**src/rtl/exc_vu_pkg.sv**
```systemverilog
package exc_vu_pkg;

  localparam int VEC_W = 20;
  localparam int NSRC  = 7;

  // Source index equals priority rank: index 0 wins over everything.
  typedef enum logic [2:0] {
    SRC_SRST = 3'd0,
    SRC_MCHK = 3'd1,
    SRC_ISI  = 3'd2,
    SRC_DSI  = 3'd3,
    SRC_EXT  = 3'd4,
    SRC_SMI  = 3'd5,
    SRC_DEC  = 3'd6
  } exc_src_e;

  localparam logic [VEC_W-1:0] VEC_SRST = 20'h00100;
  localparam logic [VEC_W-1:0] VEC_MCHK = 20'h00200;
  localparam logic [VEC_W-1:0] VEC_DSI  = 20'h00300;
  localparam logic [VEC_W-1:0] VEC_ISI  = 20'h00400;
  localparam logic [VEC_W-1:0] VEC_EXT  = 20'h00500;

  // Bit positions inside the data-fault status word.
  localparam int STB_NOXL   = 1;
  localparam int STB_PROT   = 4;
  localparam int STB_DIRECT = 5;
  localparam int STB_STORE  = 6;
  localparam int STB_EXTOFF = 11;

endpackage

```
**src/rtl/exc_vu_req.sv**
```systemverilog
// Turns raw pins and fault reports into one request line per source and
// forms the data-fault status word that would be captured this cycle.
module exc_vu_req
  import exc_vu_pkg::*;
#(
  parameter int STAT_W = 32
) (
  input  logic              soft_rst_in,
  input  logic              hard_rst_in,
  input  logic              bus_tea,
  input  logic              bus_data_busy,
  input  logic              mchk_pin,
  input  logic              addr_perr,
  input  logic              data_perr,
  input  logic              ext_irq,
  input  logic              dec_irq,
  input  logic              smi_irq,
  input  logic              dflt_valid,
  input  logic              dflt_no_xlate,
  input  logic              dflt_prot,
  input  logic              dflt_wt_ext,
  input  logic              dflt_dseg,
  input  logic              dflt_store,
  input  logic              dflt_extacc_off,
  input  logic              iflt_no_xlate,
  input  logic              iflt_prot,
  input  logic              ie,
  output logic [NSRC-1:0]   req,
  output logic [STAT_W-1:0] dstat
);

  logic nonmask_rst, nonmask_mchk;

  always_comb begin
    nonmask_rst  = soft_rst_in | hard_rst_in;
    nonmask_mchk = (bus_tea & bus_data_busy) | mchk_pin | addr_perr | data_perr;

    req            = '0;
    req[SRC_SRST]  = nonmask_rst;
    req[SRC_MCHK]  = nonmask_mchk;
    req[SRC_ISI]   = iflt_no_xlate | iflt_prot;
    req[SRC_DSI]   = dflt_valid;
    req[SRC_EXT]   = ext_irq & ie;
    req[SRC_SMI]   = smi_irq & ie;
    req[SRC_DEC]   = dec_irq & ie;
  end

  always_comb begin
    dstat             = '0;
    dstat[STB_NOXL]   = dflt_no_xlate;
    dstat[STB_PROT]   = dflt_prot;
    dstat[STB_DIRECT] = dflt_wt_ext | dflt_dseg;
    dstat[STB_STORE]  = dflt_store;
    dstat[STB_EXTOFF] = dflt_extacc_off;
  end

endmodule

```
**src/rtl/exc_vu_pick.sv**
```systemverilog
// Fixed-priority one-hot picker; bit 0 has the highest priority.
module exc_vu_pick #(
  parameter int N = 7
) (
  input  logic [N-1:0] req,
  output logic [N-1:0] grant,
  output logic         any
);

  logic [N:0] seen;

  assign seen[0] = 1'b0;

  for (genvar g = 0; g < N; g++) begin : g_rank
    assign grant[g]  = req[g] & ~seen[g];
    assign seen[g+1] = seen[g] | req[g];
  end

  assign any = seen[N];

endmodule

```
**src/rtl/exc_vu_ie.sv**
```systemverilog
// Interrupt-enable bit: software write, cleared when an exception is taken.
module exc_vu_ie (
  input  logic clk,
  input  logic rst,
  input  logic wr,
  input  logic wdata,
  input  logic clr,
  output logic ie_q
);

  always_ff @(posedge clk) begin
    if (rst)       ie_q <= 1'b0;
    else if (clr)  ie_q <= 1'b0;
    else if (wr)   ie_q <= wdata;
  end

endmodule

```
**src/rtl/exc_vector_unit.sv**
```systemverilog
module exc_vector_unit
  import exc_vu_pkg::*;
#(
  parameter int               STAT_W  = 32,
  parameter logic [VEC_W-1:0] SMI_VEC = 20'h01400,
  parameter logic [VEC_W-1:0] DEC_VEC = 20'h00900
) (
  input  logic              clk,
  input  logic              rst,
  input  logic              soft_rst_in,
  input  logic              hard_rst_in,
  input  logic              bus_tea,
  input  logic              bus_data_busy,
  input  logic              mchk_pin,
  input  logic              addr_perr,
  input  logic              data_perr,
  input  logic              ext_irq,
  input  logic              dec_irq,
  input  logic              smi_irq,
  input  logic              dflt_valid,
  input  logic              dflt_no_xlate,
  input  logic              dflt_prot,
  input  logic              dflt_wt_ext,
  input  logic              dflt_dseg,
  input  logic              dflt_store,
  input  logic              dflt_extacc_off,
  input  logic              iflt_no_xlate,
  input  logic              iflt_prot,
  input  logic              ie_wr,
  input  logic              ie_wdata,
  output logic              exc_take,
  output logic [VEC_W-1:0]  exc_vec,
  output logic              ie_bit,
  output logic [STAT_W-1:0] dflt_status
);

  logic [NSRC-1:0]   req;
  logic [NSRC-1:0]   grant;
  logic              any_req;
  logic [STAT_W-1:0] dstat;
  logic [VEC_W-1:0]  vec_next;
  logic              clr_ie;

  function automatic logic [VEC_W-1:0] vec_for(input int idx);
    case (idx)
      int'(SRC_SRST): return VEC_SRST;
      int'(SRC_MCHK): return VEC_MCHK;
      int'(SRC_ISI):  return VEC_ISI;
      int'(SRC_DSI):  return VEC_DSI;
      int'(SRC_EXT):  return VEC_EXT;
      int'(SRC_SMI):  return SMI_VEC;
      default:        return DEC_VEC;
    endcase
  endfunction

  exc_vu_req #(.STAT_W(STAT_W)) u_req (
    .soft_rst_in     (soft_rst_in),
    .hard_rst_in     (hard_rst_in),
    .bus_tea         (bus_tea),
    .bus_data_busy   (bus_data_busy),
    .mchk_pin        (mchk_pin),
    .addr_perr       (addr_perr),
    .data_perr       (data_perr),
    .ext_irq         (ext_irq),
    .dec_irq         (dec_irq),
    .smi_irq         (smi_irq),
    .dflt_valid      (dflt_valid),
    .dflt_no_xlate   (dflt_no_xlate),
    .dflt_prot       (dflt_prot),
    .dflt_wt_ext     (dflt_wt_ext),
    .dflt_dseg       (dflt_dseg),
    .dflt_store      (dflt_store),
    .dflt_extacc_off (dflt_extacc_off),
    .iflt_no_xlate   (iflt_no_xlate),
    .iflt_prot       (iflt_prot),
    .ie              (ie_bit),
    .req             (req),
    .dstat           (dstat)
  );

  exc_vu_pick #(.N(NSRC)) u_pick (
    .req   (req),
    .grant (grant),
    .any   (any_req)
  );

  // Any taken exception except system reset closes the maskable gate.
  assign clr_ie = any_req & ~grant[SRC_SRST];

  exc_vu_ie u_ie (
    .clk   (clk),
    .rst   (rst),
    .wr    (ie_wr),
    .wdata (ie_wdata),
    .clr   (clr_ie),
    .ie_q  (ie_bit)
  );

  always_comb begin
    vec_next = '0;
    for (int i = 0; i < NSRC; i++) begin
      if (grant[i]) vec_next = vec_next | vec_for(i);
    end
  end

  always_ff @(posedge clk) begin
    if (rst) begin
      exc_take    <= 1'b0;
      exc_vec     <= '0;
      dflt_status <= '0;
    end else begin
      exc_take <= any_req;
      exc_vec  <= vec_next;
      if (grant[SRC_DSI]) dflt_status <= dstat;
    end
  end

endmodule

```
**config.mk**
```make
export PLATFORM = sky130hd
export DESIGN_NAME = exc_vector_unit
export DESIGN_NICKNAME = d
export VERILOG_FILES = /design/src/rtl/exc_vu_pkg.sv /design/src/rtl/exc_vu_req.sv /design/src/rtl/exc_vu_pick.sv /design/src/rtl/exc_vu_ie.sv /design/src/rtl/exc_vector_unit.sv
export SDC_FILE = /design/constraint.sdc
export NUM_CORES = 1
export LEC_CHECK = 0
export BUFFER_PORTS_ARGS = -buffer_cell sky130_fd_sc_hd__buf_2
export CAP_MARGIN = 20
export CORE_UTILIZATION = 49
export DETAILED_ROUTE_END_ITERATION = 12
export PLACE_DENSITY = 0.81
export SLEW_MARGIN = 20
export SYNTH_ARGS = -nofsm -noshare
export SYNTH_HDL_FRONTEND = slang
export SYNTH_HIERARCHICAL = 1
export SYNTH_SLANG_ARGS = --single-unit
```
**constraint.sdc**
```tcl
create_clock -name clk -period 2.2 [get_ports clk]
set_input_delay 0.11 -clock clk [delete_from_list [all_inputs] [get_ports clk]]
set_output_delay 0.11 -clock clk [all_outputs]
set_load 0.01 [all_outputs]
```
# Yosys cells after proc, flatten, opt, wreduce, memory -nomap -nowiden
# Index checks and enable logic that the tools add are counted.
# W data, S select, Z words.
# word_totals
ff_bits	27
output_inout_bits	54
word_cells	53
# op_classes
mux	13
bitwise_logic	35
n_reduce_logical	1
# op_table
operator	count
$mux W20	12
$or A20 B20 Y20	5
$or A9 B20 Y20	1
$or A1 B1 Y1	12
$and A1 B1 Y1	11
$mux W9	1
$not A1 Y1	6
$reduce_or A2 Y1	1

# Longest topological paths before layout
# logic_depth
depth_word	18
ltp_mapped	7
ltp_nobuf	5

# Cells and area by module
# The synthesis kept the hierarchy.
# modules_own_cells
module	instances	cells_per_inst	area_per_inst_um2	seq_area_each_um2
exc_vector_unit	1	136	1458.9	760.7
exc_vu_req	1	42	307.8	0.0
exc_vu_pick	1	10	72.6	0.0
exc_vu_ie	1	3	40.0	20.0

# Worst setup path after synthesis
# OpenSTA, ideal clock, no wires.
# synth_path
path_kind	input-to-reg
startpoint	in bus_tea
endpoint	reg u_ie.ie_q
arrival_ns	1.858
required_ns	2.127
slack_ns	0.269
stages	6
path_buffers	1
path_cell_list	a2111o_1 buf_4 or4_4 or4_1 nor2b_1 nor3_2
# synth_via
elab_chain_cells	12
# synth_lines
item	line_no	source
from (decl)	exc_vector_unit.sv:12	input logic bus_tea,
$and A1 B1 Y1	exc_vu_req.sv:36	nonmask_mchk = (bus_tea & bus_data_busy) | mchk_pin | addr_perr | data_perr;
$or A1 B1 Y1 (3 in series)	exc_vu_req.sv:36	
via req[1]	exc_vector_unit.sv:37	logic [NSRC-1:0] req;
$or A1 B1 Y1 (6 in series)	exc_vu_pick.sv:16	assign seen[g+1] = seen[g] | req[g];
via any_req	exc_vector_unit.sv:39	logic any_req;
$and A1 B1 Y1	exc_vector_unit.sv:88	assign clr_ie = any_req & ~grant[SRC_SRST];
via clr_ie	exc_vector_unit.sv:42	logic clr_ie;
$reduce_or A2 Y1 (no source line)	--	
to (signal assigned)	exc_vu_ie.sv:14	else if (wr) ie_q <= wdata;
to (decl)	exc_vu_ie.sv:8	output logic ie_q
# The timed path passes the listed nets, and every way through them passes these cells.
# A chain may end at the register's enable or synchronous reset.

# Worst setup path in the final report
# Ends and elaborated chain as after synthesis.

==> results.cfg <==
[run_status]
status = complete, but fails checks
violations = design-rule violations

[critical_path]
crit_chain = buf_2 > a2111o_1 > or4_4 > or4_1 > nor2b_1 > nor3_2
reg2reg_depth = 4
startpoint_type = input pin
crit_path_max_fanout = 4
cp_data_arrival_time_ns = 1.95
critPathMaxStageDelay_ns = 0.57
slowest_stage = or4_4
worstSetupPathType = in2reg
critPathTopFamily = simple AND/OR/NAND/NOR gates
timing.critical_path.buf_inv = 1
required_ns = 2.41
cp_num_cells = 6
worstSetupEndpointType = register

[grt]
grt_overflow = 0
grt_max_degree = 40
grt_antenna_before_repair = 0
grt_usage = 0.137
grt_pass1_wl_um = 4250
grt_pass1_vias = 1006

[clock_tree]
cts.path.max_buffers = 2
clk_latency_ns = 0.28
ctsHoldBuffers = 0
cts_resized = 0
cts_tree = done
cts_max_level = 2
cts_root_buffer = clkbuf_8
cts.clk_slew.worst_paths_ns = 0.07
cts_setup_buffers = 0
cts_sinks = 39
cts_buffers = 5

[layout]
final_cells = 289
areaGrowthSynthToFinish_pct = 7.92
fill_cells = 355
diodes = 0
utilization = 0.554
final_net_count = 265
final_cell_mix = buf_2, conb_1, dfxtp_1
mostFrequentLayoutCell = buf_2
drive_gt1_frac = 0.303

[yosys]
syn-mean-instance-area_um2 = 9.84
synth_cells = 191
synth_cell_types = 21
yosysSeqAreaShare = 0.415
synth-seq-cells = 39
synth_area_mm2 = 0.00188
ys_warn_count = 6

[floorplanning]
core-area_mm2 = 0.00366
die_y_um = 63.9
start_util = 0.513
die_area_mm2 = 0.00409
fp.dieW_um = 63.9
row_count = 22
pin_count = 77

[sta]
fmax_mhz = 575
worst_pin_slew_ns = 0.669
rsz0062_at_grt = false
tns_ns = 0
hold_viol_final = 0
finalCriticalPeriod_ns = 1.74
setup_violations = 0
skew_ns = 0.000308
min_period_over_period = 0.791
relSlewSlack = 0.554
maxSlewViolCount = 0

[place]
numPlacedInstances = 283
hpwlAfterDp_um = 1860
io_buffer_count = 61
gp_congestion = 0.777

[pwr]
peakVddDrop_mv = 0.221
p_leak_nw = 0.945
pwr_density_cell_mw_per_mm2 = 593

[detailed_routing]
first_pass_iters = 8
dr.first_iter.drc_count = 46
num_vias = 1226
detail-route-antenna-nets = 0
drt-wirelength-per-cell_um = 8.78
routed_wl_um = 2540
avgViaCountPerCell = 4.24
drc = 1

[worst_hold_path]
holdCritPathClass = in2reg
whs_path_depth = 3

[run]
drv_cap = 0
==> tightest hold or removal path, delay by kind of cell <==
| kind | cells | cell delay [ns] |
|---|---|---|
| buffers and inverters | 1 | 0.07 |
| multiplexers | 1 | 0.05 |
| AND/OR/NAND/NOR | 1 | 0.07 |
==> kinds of logic after synthesis <==
group / synth area share
compound gates: 0.00599
buf+inv: 0.250
flops: 0.415
mux: 0.176
other cells: 0.00400
simple gates: 0.149
==> per-stage QoR <==
step                      hold WS [ns]  setup slack [ns]  cell area [um^2]  power, mW
after detailed placement         0.353             0.169              1960      0.801
after global routing            0.0581             0.403              2030       1.27
after floorplan                  0.181             0.269              2030      0.838
after CTS                       0.0563             0.471              2030       1.23
after global placement           0.347             0.188              1960      0.800
final                           0.0684             0.460              2030       1.20
==> synth_stat cells <==
cell      count  area share
or4_1         1      0.0040
and2_1        3       0.010
nor3_2        1      0.0053
conb_1        2      0.0040
inv_1         1      0.0020
nor3b_1       2      0.0080
nor4_1        1      0.0033
or2_2         3       0.010
buf_4        50        0.20
nor2_1       37       0.074
buf_2         3      0.0080
buf_12        3       0.032
clkbuf_1      1      0.0020
or4_4         1      0.0060
nor4b_1       2      0.0093
nor2b_1       5       0.017
dfxtp_1      39        0.42
mux2i_1      33        0.18
nor3_1        1      0.0027
buf_6         1      0.0060
a2111o_1      1      0.0060
==> metal layers <==
layer / up-vias / part of all wire / track usage
met5: - / 0 / 0
met4: 0 / 0.022 / 0.0767
met3: 7 / 0.072 / 0.0482
met2: 46 / 0.48 / 0.235
met1: 552 / 0.43 / 0.144
li1: 621 / - / -
==> cell type report <==
cell class                 count  area [um^2]  area share
timing repair buffer          62          325       0.160
sequential                    39          781       0.385
inverter                       1         3.75     0.00185
multi-input combinational    133          786       0.387
tap                           48         60.1      0.0296
clock buffer                   6         72.6      0.0358
==> worst paths after layout <==
path	end	slack [ns]	from
worst min-delay path	dflt_status[6]	0.07	dflt_store
worst max-delay path	u_ie/ie_q	0.46	bus_tea
worst min register to register	dflt_status[24]	0.49	dflt_status[24]
worst max register to register	u_ie/ie_q	0.78	u_ie/ie_q
==> registers in the layout, indices dropped and copies added (netlist names) <==
name,cells
dflt_status,32
exc_vec,5
exc_take,1
u_ie/ie_q,1
==> where the power goes <==
part / internal, mW / leakage [nW] / switching (mW)
Sequential: 0.711 / 0.315 / 0.00215
Clock: 0.211 / 0.0371 / 0.206
Combinational: 0.0273 / 0.593 / 0.0451
Total: 0.949 / 0.945 / 0.253
(Power assumes the default switching activity.)
